<file path="src/rtl/win_overlay_pkg.sv">
package win_overlay_pkg;
  // attribute byte layout
  localparam int ATTR_EN      = 0;
  localparam int ATTR_SEN     = 1;
  localparam int ATTR_RGB_LSB = 2;

  // per-window coordinate slots, in address order within a window
  typedef enum logic [1:0] {
    FLD_ROW_LO = 2'd0,
    FLD_ROW_HI = 2'd1,
    FLD_COL_LO = 2'd2,
    FLD_COL_HI = 2'd3
  } win_field_e;
endpackage

</file>
<file path="src/rtl/win_overlay_regs.sv">
module win_overlay_regs
  import win_overlay_pkg::*;
#(
  parameter int NWIN   = 4,
  parameter int ROW_W  = 5,
  parameter int COL_W  = 6,
  parameter int SH_W   = 2,
  parameter int RGB_W  = 3,
  parameter int ADDR_W = 5,
  parameter int DATA_W = 8
) (
  input  logic                              clk,
  input  logic                              rst_n,
  input  logic                              we,
  input  logic [ADDR_W-1:0]                 addr,
  input  logic [DATA_W-1:0]                 wdata,
  output logic [NWIN-1:0][ROW_W-1:0]        row_lo,
  output logic [NWIN-1:0][ROW_W-1:0]        row_hi,
  output logic [NWIN-1:0][COL_W-1:0]        col_lo,
  output logic [NWIN-1:0][COL_W-1:0]        col_hi,
  output logic [NWIN-1:0][SH_W-1:0]         sh_w,
  output logic [NWIN-1:0][SH_W-1:0]         sh_h,
  output logic [NWIN-1:0]                   en,
  output logic [NWIN-1:0]                   sen,
  output logic [NWIN-1:0][RGB_W-1:0]        rgb
);
  localparam int WIN_SPAN  = NWIN * 4;
  localparam int SW_ADDR   = WIN_SPAN;
  localparam int SH_ADDR   = WIN_SPAN + 1;
  localparam int ATTR_BASE = WIN_SPAN + 2;
  localparam int MAP_END   = ATTR_BASE + NWIN;

  logic unused_wdata;
  assign unused_wdata = ^wdata;

  for (genvar k = 0; k < NWIN; k++) begin : g_win
    localparam logic [ADDR_W-1:0] A_RLO  = ADDR_W'(k*4 + int'(FLD_ROW_LO));
    localparam logic [ADDR_W-1:0] A_RHI  = ADDR_W'(k*4 + int'(FLD_ROW_HI));
    localparam logic [ADDR_W-1:0] A_CLO  = ADDR_W'(k*4 + int'(FLD_COL_LO));
    localparam logic [ADDR_W-1:0] A_CHI  = ADDR_W'(k*4 + int'(FLD_COL_HI));
    localparam logic [ADDR_W-1:0] A_ATTR = ADDR_W'(ATTR_BASE + k);

    always_ff @(posedge clk) begin
      if (!rst_n) begin
        row_lo[k] <= '0;
        row_hi[k] <= '0;
        col_lo[k] <= '0;
        col_hi[k] <= '0;
        sh_w[k]   <= '0;
        sh_h[k]   <= '0;
        en[k]     <= 1'b0;
        sen[k]    <= 1'b0;
        rgb[k]    <= '0;
      end else if (we) begin
        if (addr == A_RLO) row_lo[k] <= wdata[ROW_W-1:0];
        if (addr == A_RHI) row_hi[k] <= wdata[ROW_W-1:0];
        if (addr == A_CLO) col_lo[k] <= wdata[COL_W-1:0];
        if (addr == A_CHI) col_hi[k] <= wdata[COL_W-1:0];
        if (addr == ADDR_W'(SW_ADDR)) sh_w[k] <= wdata[k*SH_W +: SH_W];
        if (addr == ADDR_W'(SH_ADDR)) sh_h[k] <= wdata[k*SH_W +: SH_W];
        if (addr == A_ATTR) begin
          en[k]  <= wdata[ATTR_EN];
          sen[k] <= wdata[ATTR_SEN];
          rgb[k] <= wdata[ATTR_RGB_LSB +: RGB_W];
        end
      end
    end
  end

  // writes outside the map leave every setting untouched
  a_r9_unmapped_stable: assert property (@(posedge clk) disable iff (!rst_n)
    (we && addr >= ADDR_W'(MAP_END)) |=>
      $stable({row_lo, row_hi, col_lo, col_hi, sh_w, sh_h, en, sen, rgb}));
endmodule

</file>
<file path="src/rtl/win_overlay_match.sv">
module win_overlay_match #(
  parameter int ROW_W = 5,
  parameter int COL_W = 6,
  parameter int SH_W  = 2
) (
  input  logic             clk,
  input  logic             rst_n,
  input  logic [ROW_W-1:0] row,
  input  logic [COL_W-1:0] col,
  input  logic [ROW_W-1:0] row_lo,
  input  logic [ROW_W-1:0] row_hi,
  input  logic [COL_W-1:0] col_lo,
  input  logic [COL_W-1:0] col_hi,
  input  logic [SH_W-1:0]  sh_w,
  input  logic [SH_W-1:0]  sh_h,
  input  logic             en,
  input  logic             sen,
  output logic             hit_body,
  output logic             hit_shadow
);
  localparam int RX_W = ROW_W + 1;
  localparam int CX_W = COL_W + 1;

  logic            shape_ok;
  logic            in_row, in_col;
  logic [RX_W-1:0] srow_lo, srow_hi, row_x;
  logic [CX_W-1:0] scol_lo, scol_hi, col_x;
  logic            in_srow, in_scol;

  always_comb begin
    shape_ok = en && (row_lo <= row_hi) && (col_lo <= col_hi);
    in_row   = (row >= row_lo) && (row <= row_hi);
    in_col   = (col >= col_lo) && (col <= col_hi);
    hit_body = shape_ok && in_row && in_col;

    // shadow box: window shifted right/down, computed one bit wider so it never wraps
    row_x   = {1'b0, row};
    col_x   = {1'b0, col};
    srow_lo = {1'b0, row_lo} + RX_W'(sh_h);
    srow_hi = {1'b0, row_hi} + RX_W'(sh_h);
    scol_lo = {1'b0, col_lo} + CX_W'(sh_w);
    scol_hi = {1'b0, col_hi} + CX_W'(sh_w);
    in_srow = (row_x >= srow_lo) && (row_x <= srow_hi);
    in_scol = (col_x >= scol_lo) && (col_x <= scol_hi);
    hit_shadow = shape_ok && sen && in_srow && in_scol && !hit_body;
  end

  // a cell is never both body and shadow of the same window
  a_r6_body_shadow_excl: assert property (@(posedge clk) disable iff (!rst_n)
    !(hit_body && hit_shadow));
endmodule

</file>
<file path="src/rtl/win_overlay_arb.sv">
module win_overlay_arb #(
  parameter int NWIN  = 4,
  parameter int RGB_W = 3,
  parameter int IDX_W = 2
) (
  input  logic                       clk,
  input  logic                       rst_n,
  input  logic [NWIN-1:0]            body,
  input  logic [NWIN-1:0]            shade,
  input  logic [NWIN-1:0][RGB_W-1:0] rgb_in,
  output logic                       active,
  output logic                       shadow,
  output logic [RGB_W-1:0]           rgb,
  output logic [IDX_W-1:0]           idx
);
  logic [NWIN-1:0] claim, grant;

  always_comb begin
    claim = body | shade;
    grant = '0;
    // scan from lowest priority up so the lowest index is written last
    for (int k = NWIN - 1; k >= 0; k--) begin
      if (claim[k]) begin
        grant    = '0;
        grant[k] = 1'b1;
      end
    end
    active = |claim;
    shadow = |(grant & shade);
    idx    = '0;
    rgb    = '0;
    for (int k = 0; k < NWIN; k++) begin
      if (grant[k]) begin
        idx = IDX_W'(k);
        if (!shade[k]) rgb = rgb_in[k];
      end
    end
  end

  // exactly one winner whenever any window claims the cell
  a_r5_single_grant: assert property (@(posedge clk) disable iff (!rst_n)
    $onehot0(grant) && ((grant != '0) == (claim != '0)));
endmodule

</file>
<file path="src/rtl/win_overlay_ctrl.sv">
module win_overlay_ctrl
  import win_overlay_pkg::*;
#(
  parameter int NWIN   = 4,
  parameter int ROW_W  = 5,
  parameter int COL_W  = 6,
  parameter int SH_W   = 2,
  parameter int RGB_W  = 3,
  parameter int ADDR_W = 5,
  parameter int DATA_W = 8
) (
  input  logic                    clk,
  input  logic                    rst_n,
  input  logic                    cfg_we,
  input  logic [ADDR_W-1:0]       cfg_addr,
  input  logic [DATA_W-1:0]       cfg_wdata,
  input  logic                    pos_valid,
  output logic                    pos_ready,
  input  logic [ROW_W-1:0]        pos_row,
  input  logic [COL_W-1:0]        pos_col,
  output logic                    out_valid,
  input  logic                    out_ready,
  output logic                    out_active,
  output logic                    out_shadow,
  output logic [RGB_W-1:0]        out_rgb,
  output logic [$clog2(NWIN)-1:0] out_idx
);
  localparam int IDX_W = $clog2(NWIN);

  logic [NWIN-1:0][ROW_W-1:0] row_lo, row_hi;
  logic [NWIN-1:0][COL_W-1:0] col_lo, col_hi;
  logic [NWIN-1:0][SH_W-1:0]  sh_w, sh_h;
  logic [NWIN-1:0]            en, sen, body, shade;
  logic [NWIN-1:0][RGB_W-1:0] rgb;
  logic                       c_active, c_shadow;
  logic [RGB_W-1:0]           c_rgb;
  logic [IDX_W-1:0]           c_idx;

  win_overlay_regs #(
    .NWIN(NWIN), .ROW_W(ROW_W), .COL_W(COL_W), .SH_W(SH_W),
    .RGB_W(RGB_W), .ADDR_W(ADDR_W), .DATA_W(DATA_W)
  ) u_regs (
    .clk(clk), .rst_n(rst_n), .we(cfg_we), .addr(cfg_addr), .wdata(cfg_wdata),
    .row_lo(row_lo), .row_hi(row_hi), .col_lo(col_lo), .col_hi(col_hi),
    .sh_w(sh_w), .sh_h(sh_h), .en(en), .sen(sen), .rgb(rgb)
  );

  for (genvar k = 0; k < NWIN; k++) begin : g_match
    win_overlay_match #(.ROW_W(ROW_W), .COL_W(COL_W), .SH_W(SH_W)) u_match (
      .clk(clk), .rst_n(rst_n), .row(pos_row), .col(pos_col),
      .row_lo(row_lo[k]), .row_hi(row_hi[k]),
      .col_lo(col_lo[k]), .col_hi(col_hi[k]),
      .sh_w(sh_w[k]), .sh_h(sh_h[k]), .en(en[k]), .sen(sen[k]),
      .hit_body(body[k]), .hit_shadow(shade[k])
    );
  end

  win_overlay_arb #(.NWIN(NWIN), .RGB_W(RGB_W), .IDX_W(IDX_W)) u_arb (
    .clk(clk), .rst_n(rst_n), .body(body), .shade(shade), .rgb_in(rgb),
    .active(c_active), .shadow(c_shadow), .rgb(c_rgb), .idx(c_idx)
  );

  // single-entry output stage
  assign pos_ready = !out_valid || out_ready;

  always_ff @(posedge clk) begin
    if (!rst_n) begin
      out_valid  <= 1'b0;
      out_active <= 1'b0;
      out_shadow <= 1'b0;
      out_rgb    <= '0;
      out_idx    <= '0;
    end else if (pos_ready) begin
      out_valid <= pos_valid;
      if (pos_valid) begin
        out_active <= c_active;
        out_shadow <= c_shadow;
        out_rgb    <= c_rgb;
        out_idx    <= c_idx;
      end
    end
  end

  // an accepted position yields a result after the same edge
  a_r1_one_cycle: assert property (@(posedge clk) disable iff (!rst_n)
    (pos_valid && pos_ready) |=> out_valid);

  // a stalled result is held unchanged
  a_r2_stall_hold: assert property (@(posedge clk) disable iff (!rst_n)
    (out_valid && !out_ready) |=>
      (out_valid && $stable({out_active, out_shadow, out_rgb, out_idx})));

  // an unclaimed cell reports all-zero attributes
  a_r11_idle_zero: assert property (@(posedge clk) disable iff (!rst_n)
    (out_valid && !out_active) |-> (!out_shadow && out_rgb == '0 && out_idx == '0));

  // a shadow result is black and counts as active
  a_r6_shadow_black: assert property (@(posedge clk) disable iff (!rst_n)
    (out_valid && out_shadow) |-> (out_active && out_rgb == '0));
endmodule

</file>
<file path="config.mk">
export PLATFORM = sky130hd
export DESIGN_NAME = win_overlay_ctrl
export DESIGN_NICKNAME = d
export VERILOG_FILES = /design/src/rtl/win_overlay_pkg.sv /design/src/rtl/win_overlay_regs.sv /design/src/rtl/win_overlay_match.sv /design/src/rtl/win_overlay_arb.sv /design/src/rtl/win_overlay_ctrl.sv
export SDC_FILE = /design/constraint.sdc
export NUM_CORES = 1
export LEC_CHECK = 0
export BUFFER_PORTS_ARGS = -buffer_cell sky130_fd_sc_hd__buf_2
export CAP_MARGIN = 40
export CORE_MARGIN = 2
export CORE_UTILIZATION = 55
export DETAILED_ROUTE_END_ITERATION = 7
export GPL_TIMING_DRIVEN = 0
export PLACE_DENSITY = 0.81
export SKIP_CTS_REPAIR_TIMING = 1
export SYNTH_ARGS = -nofsm -noshare
export SYNTH_HDL_FRONTEND = slang
export SYNTH_SLANG_ARGS = --single-unit
</file>
<file path="constraint.sdc">
create_clock -name clk -period 4.84 [get_ports clk]
set_input_delay 0.726 -clock clk [delete_from_list [all_inputs] [get_ports clk]]
set_output_delay 0.726 -clock clk [all_outputs]
set_load 0.1 [all_outputs]
</file>
==> results.json <==
{
  "die_h_um": 152,
  "cts.sinks": 132,
  "syn_inst": 1364,
  "dp_cells": 1681,
  "grt_max_degree": 17,
  "synth_cell_types": 75,
  "start_kind": "flip-flop",
  "fin_skew_ns": 0.00737,
  "clock-root-buffer": "clkbuf_16",
  "synthFlopType": "dfxtp_1",
  "start_util": 0.556,
  "path_clk_slew_ns": 0.06,
  "multiInputGateArea_mm2": 0.00879,
  "finalHoldViolCount": 0,
  "r2r_end": "out_shadow$_SDFFE_PN0P_",
  "status": "complete, no violations",
  "syn_area_mm2": 0.0121,
  "path_cells": "ha_1, inv_1, fa_1, or3_4, xnor2_1, ha_1, nand2_1, a21oi_1, a2111oi_0, o311ai_1, a2111o_1, a21boi_0, or3b_1, a31oi_1",
  "arrival_ns": 4.39,
  "row_count": 54,
  "yosys_warnings": 0,
  "synth_area_per_cell_um2": 8.84,
  "ys_seq_area_frac": 0.219,
  "reg2reg_depth": 14,
  "slew_violations": 0,
  "grt_pass1_wl_mm": 51.6,
  "drt_iter0_markers": 628,
  "overflow": 0,
  "clockBufferDepth": 2,
  "pin_count": 38,
  "wl_mm": 31.6,
  "synthTopCellsByCount": "ha_1 (252), dfxtp_1 (132), inv_1 (114), nor2b_1 (105), mux2i_1 (92)",
  "dr.pass1.iters": 7,
  "coreArea_mm2": 0.0217,
  "synth_edf_count": 0,
  "yosysTopAreaCellShare": 0.262,
  "cts_tree": "done",
  "whs_endpoint": "u_regs.row_hi[3]$_SDFFE_PN0P_",
  "yosysTopAreaCell": "ha_1",
  "via_per_inst": 6.01,
  "cts_made_buffers": 17,
  "grt_pass1_vias": 10150,
  "antenna_found_initial": 3,
  "place_hpwl_mm": 23.9,
  "crit_required_ns": 5.19,
  "cp.buffers_inverters": 1,
  "cp_max_fo": 3,
  "gp_congestion": 0.869,
  "maxCapViolCount": 0,
  "die_w_um": 152,
  "worstReg2RegStart": "u_regs.sh_w[4]$_SDFFE_PN0P_",
  "portBuffers": 33,
  "finalSetupViolations": 0,
  "worst_path_dominant_cell_family": "compound AO/OA/AOI/OAI gates",
  "end_kind": "flip-flop",
  "grt_use_total": 0.275,
  "hold_class": "reg -> reg",
  "ff2ff_setup_slack_ns": 0.80,
  "rsz0062_at_grt": "no",
  "finalNonFillerCells": 1716,
  "hp-start": "u_regs.row_hi[3]$_SDFFE_PN0P_",
  "path_class": "reg -> reg",
  "drt-wirelength-per-cell_um": 18.4,
  "synth_nets": 1661,
  "holdPathStages": 2,
  "slowest_delay_ns": 0.58,
  "route.detailed.drc": 0,
  "n_fill_cell": 1771,
  "vdd_drop_max_mv": 0.338,
  "cp_common_cell": "ha_1",
  "insertion_delay_ns": 0.43,
  "drive_gt1_frac": 0.0621,
  "drtAntennaViolNets": 0,
  "power_w": 0.00292,
  "max_freq_ghz": 0.248,
  "final_nets": 1717,
  "synth.area.top_cells": "ha_1 (26%), dfxtp_1 (22%), mux2i_1 (7.6%), nor2b_1 (5.4%), inv_1 (3.5%)",
  "power_leakage_nw": 5.45,
  "ff_latch_area_mm2": 0.00264,
  "timing.slew.headroom": 0.403,
  "syn2layout_area_growth_pct": 9.92,
  "final.min_clock_period_ns": 4.04,
  "powerDensity_mw_per_mm2": 220,
  "ys_seq_elements": 132,
  "die_area_mm2": 0.0231,
  "htree_levels": 4,
  "fin_tns_setup_ns": 0,
  "async_flop_share": 0,
  "tightest_slew_ns": 0.895,
  "slowest_stage": "a2111oi_0",
  "via_count": 10320,
  "period_share": 0.834,
  "yosysMostFrequentCell": "ha_1"
}
-- final cells by class --
cell class	count	area share
repair buffers	37	0.0147
well taps	280	0.0264
clock buffers	21	0.0355
diodes	3	0.000567
inverters	117	0.0331
multi-input cells	1069	0.664
clock inverters	11	0.0130
plain buffers	46	0.0136
flip-flops and latches	132	0.199
-- how the worst max path moves through the flow --
| stage | startpoint | to | slack [ns] | cells after the start |
|---|---|---|---|---|
| floorplan | u_regs.col_hi[12]$_SDFFE_PN0P_ | out_shadow$_SDFFE_PN0P_ | 1.45 | 14 |
| global placement | pos_row[0] | out_rgb[1]$_SDFFE_PN0P_ | 0.84 | 13 |
| detailed placement | pos_row[0] | out_rgb[1]$_SDFFE_PN0P_ | 0.84 | 13 |
| global route | u_regs.col_hi[12]$_SDFFE_PN0P_ | out_shadow$_SDFFE_PN0P_ | 0.60 | 14 |
| CTS | u_regs.sh_w[4]$_SDFFE_PN0P_ | out_shadow$_SDFFE_PN0P_ | 0.83 | 14 |
| finish | u_regs.sh_w[4]$_SDFFE_PN0P_ | out_shadow$_SDFFE_PN0P_ | 0.80 | 14 |
-- per-stage QoR --
stage	hold WS, ns	worst slack (ns)	utilization	instance area [um2]
after floorplan	0.452	1.45	-	12100
after global placement	0.480	0.840	0.580	12600
after detailed placement	0.492	0.836	0.581	12600
after CTS	0.507	0.833	0.611	13200
after global routing	0.539	0.598	0.611	13200
final	0.510	0.803	0.611	13300
-- report_power, final --
group	leakage, nW	switching (W)	internal (W)
registers	1.06	0.0000122	0.00110
logic	4.07	0.000249	0.000151
clock network	0.314	0.000501	0.000906
-- cells in the final DEF, fill, tap and decap left out, types with 6 or more instances in the layout --
cell type,n
nand3_1,75
fa_1,16
o21bai_1,6
nand4_1,17
o21ai_0,32
nand2_1,87
nand2b_1,25
inv_1,114
mux2i_1,92
nor2_1,37
a21o_1,37
a21boi_0,39
xor2_1,9
clkbuf_16,17
xnor2_1,47
dfxtp_1,132
a211oi_1,10
nor3_1,13
nor2b_1,105
a21oi_1,53
a31oi_1,9
o21a_1,11
clkbuf_1,44
o221ai_1,6
buf_2,36
ha_1,252
and3_1,14
-- routing by layer --
layer,routed length (um),global-route usage,vias up
met4,1390,0.127,0
met2,14500,0.453,316
met3,1930,0.0588,98
met1,13800,0.345,4934
met5,0,0,-
li1,-,-,4972
-- sequential cells by signal (all words and copies together), names as in the netlist --
| signal | flops |
|---|---|
| out_active | 1 |
| out_idx | 2 |
| out_rgb | 3 |
| out_shadow | 1 |
| out_valid | 1 |
| u_regs.col_hi | 24 |
| u_regs.col_lo | 24 |
| u_regs.en | 4 |
| u_regs.rgb | 12 |
| u_regs.row_hi | 20 |
| u_regs.row_lo | 20 |
| u_regs.sen | 4 |
| u_regs.sh_h | 8 |
| u_regs.sh_w | 8 |
-- cells by family (layout without fill, tap and decap cells) --
family          count (synthesis)  after routing  synth area share
xor+xnor                       56             56            0.0407
flops                         132            132             0.219
mux                            92             92            0.0764
simple gates                  404            404             0.183
other cells                     0              3                 0
compound gates                249            249             0.141
buf+inv                       163            232            0.0514
fa+ha+maj                     268            268             0.288
-- worst register-to-register path: cells and delay by family (launching register included) --
kind                     cells  cell delay (ns)
adder cells (fa/ha/maj)      3             0.93
flip-flops                   1             0.41
AO/OA/AOI/OAI                6             1.58
XOR/XNOR                     1             0.14
AND/OR/NAND/NOR              3             0.84
buffers and inverters        1             0.06
No activity file was read; power rests on OpenSTA's default activity.
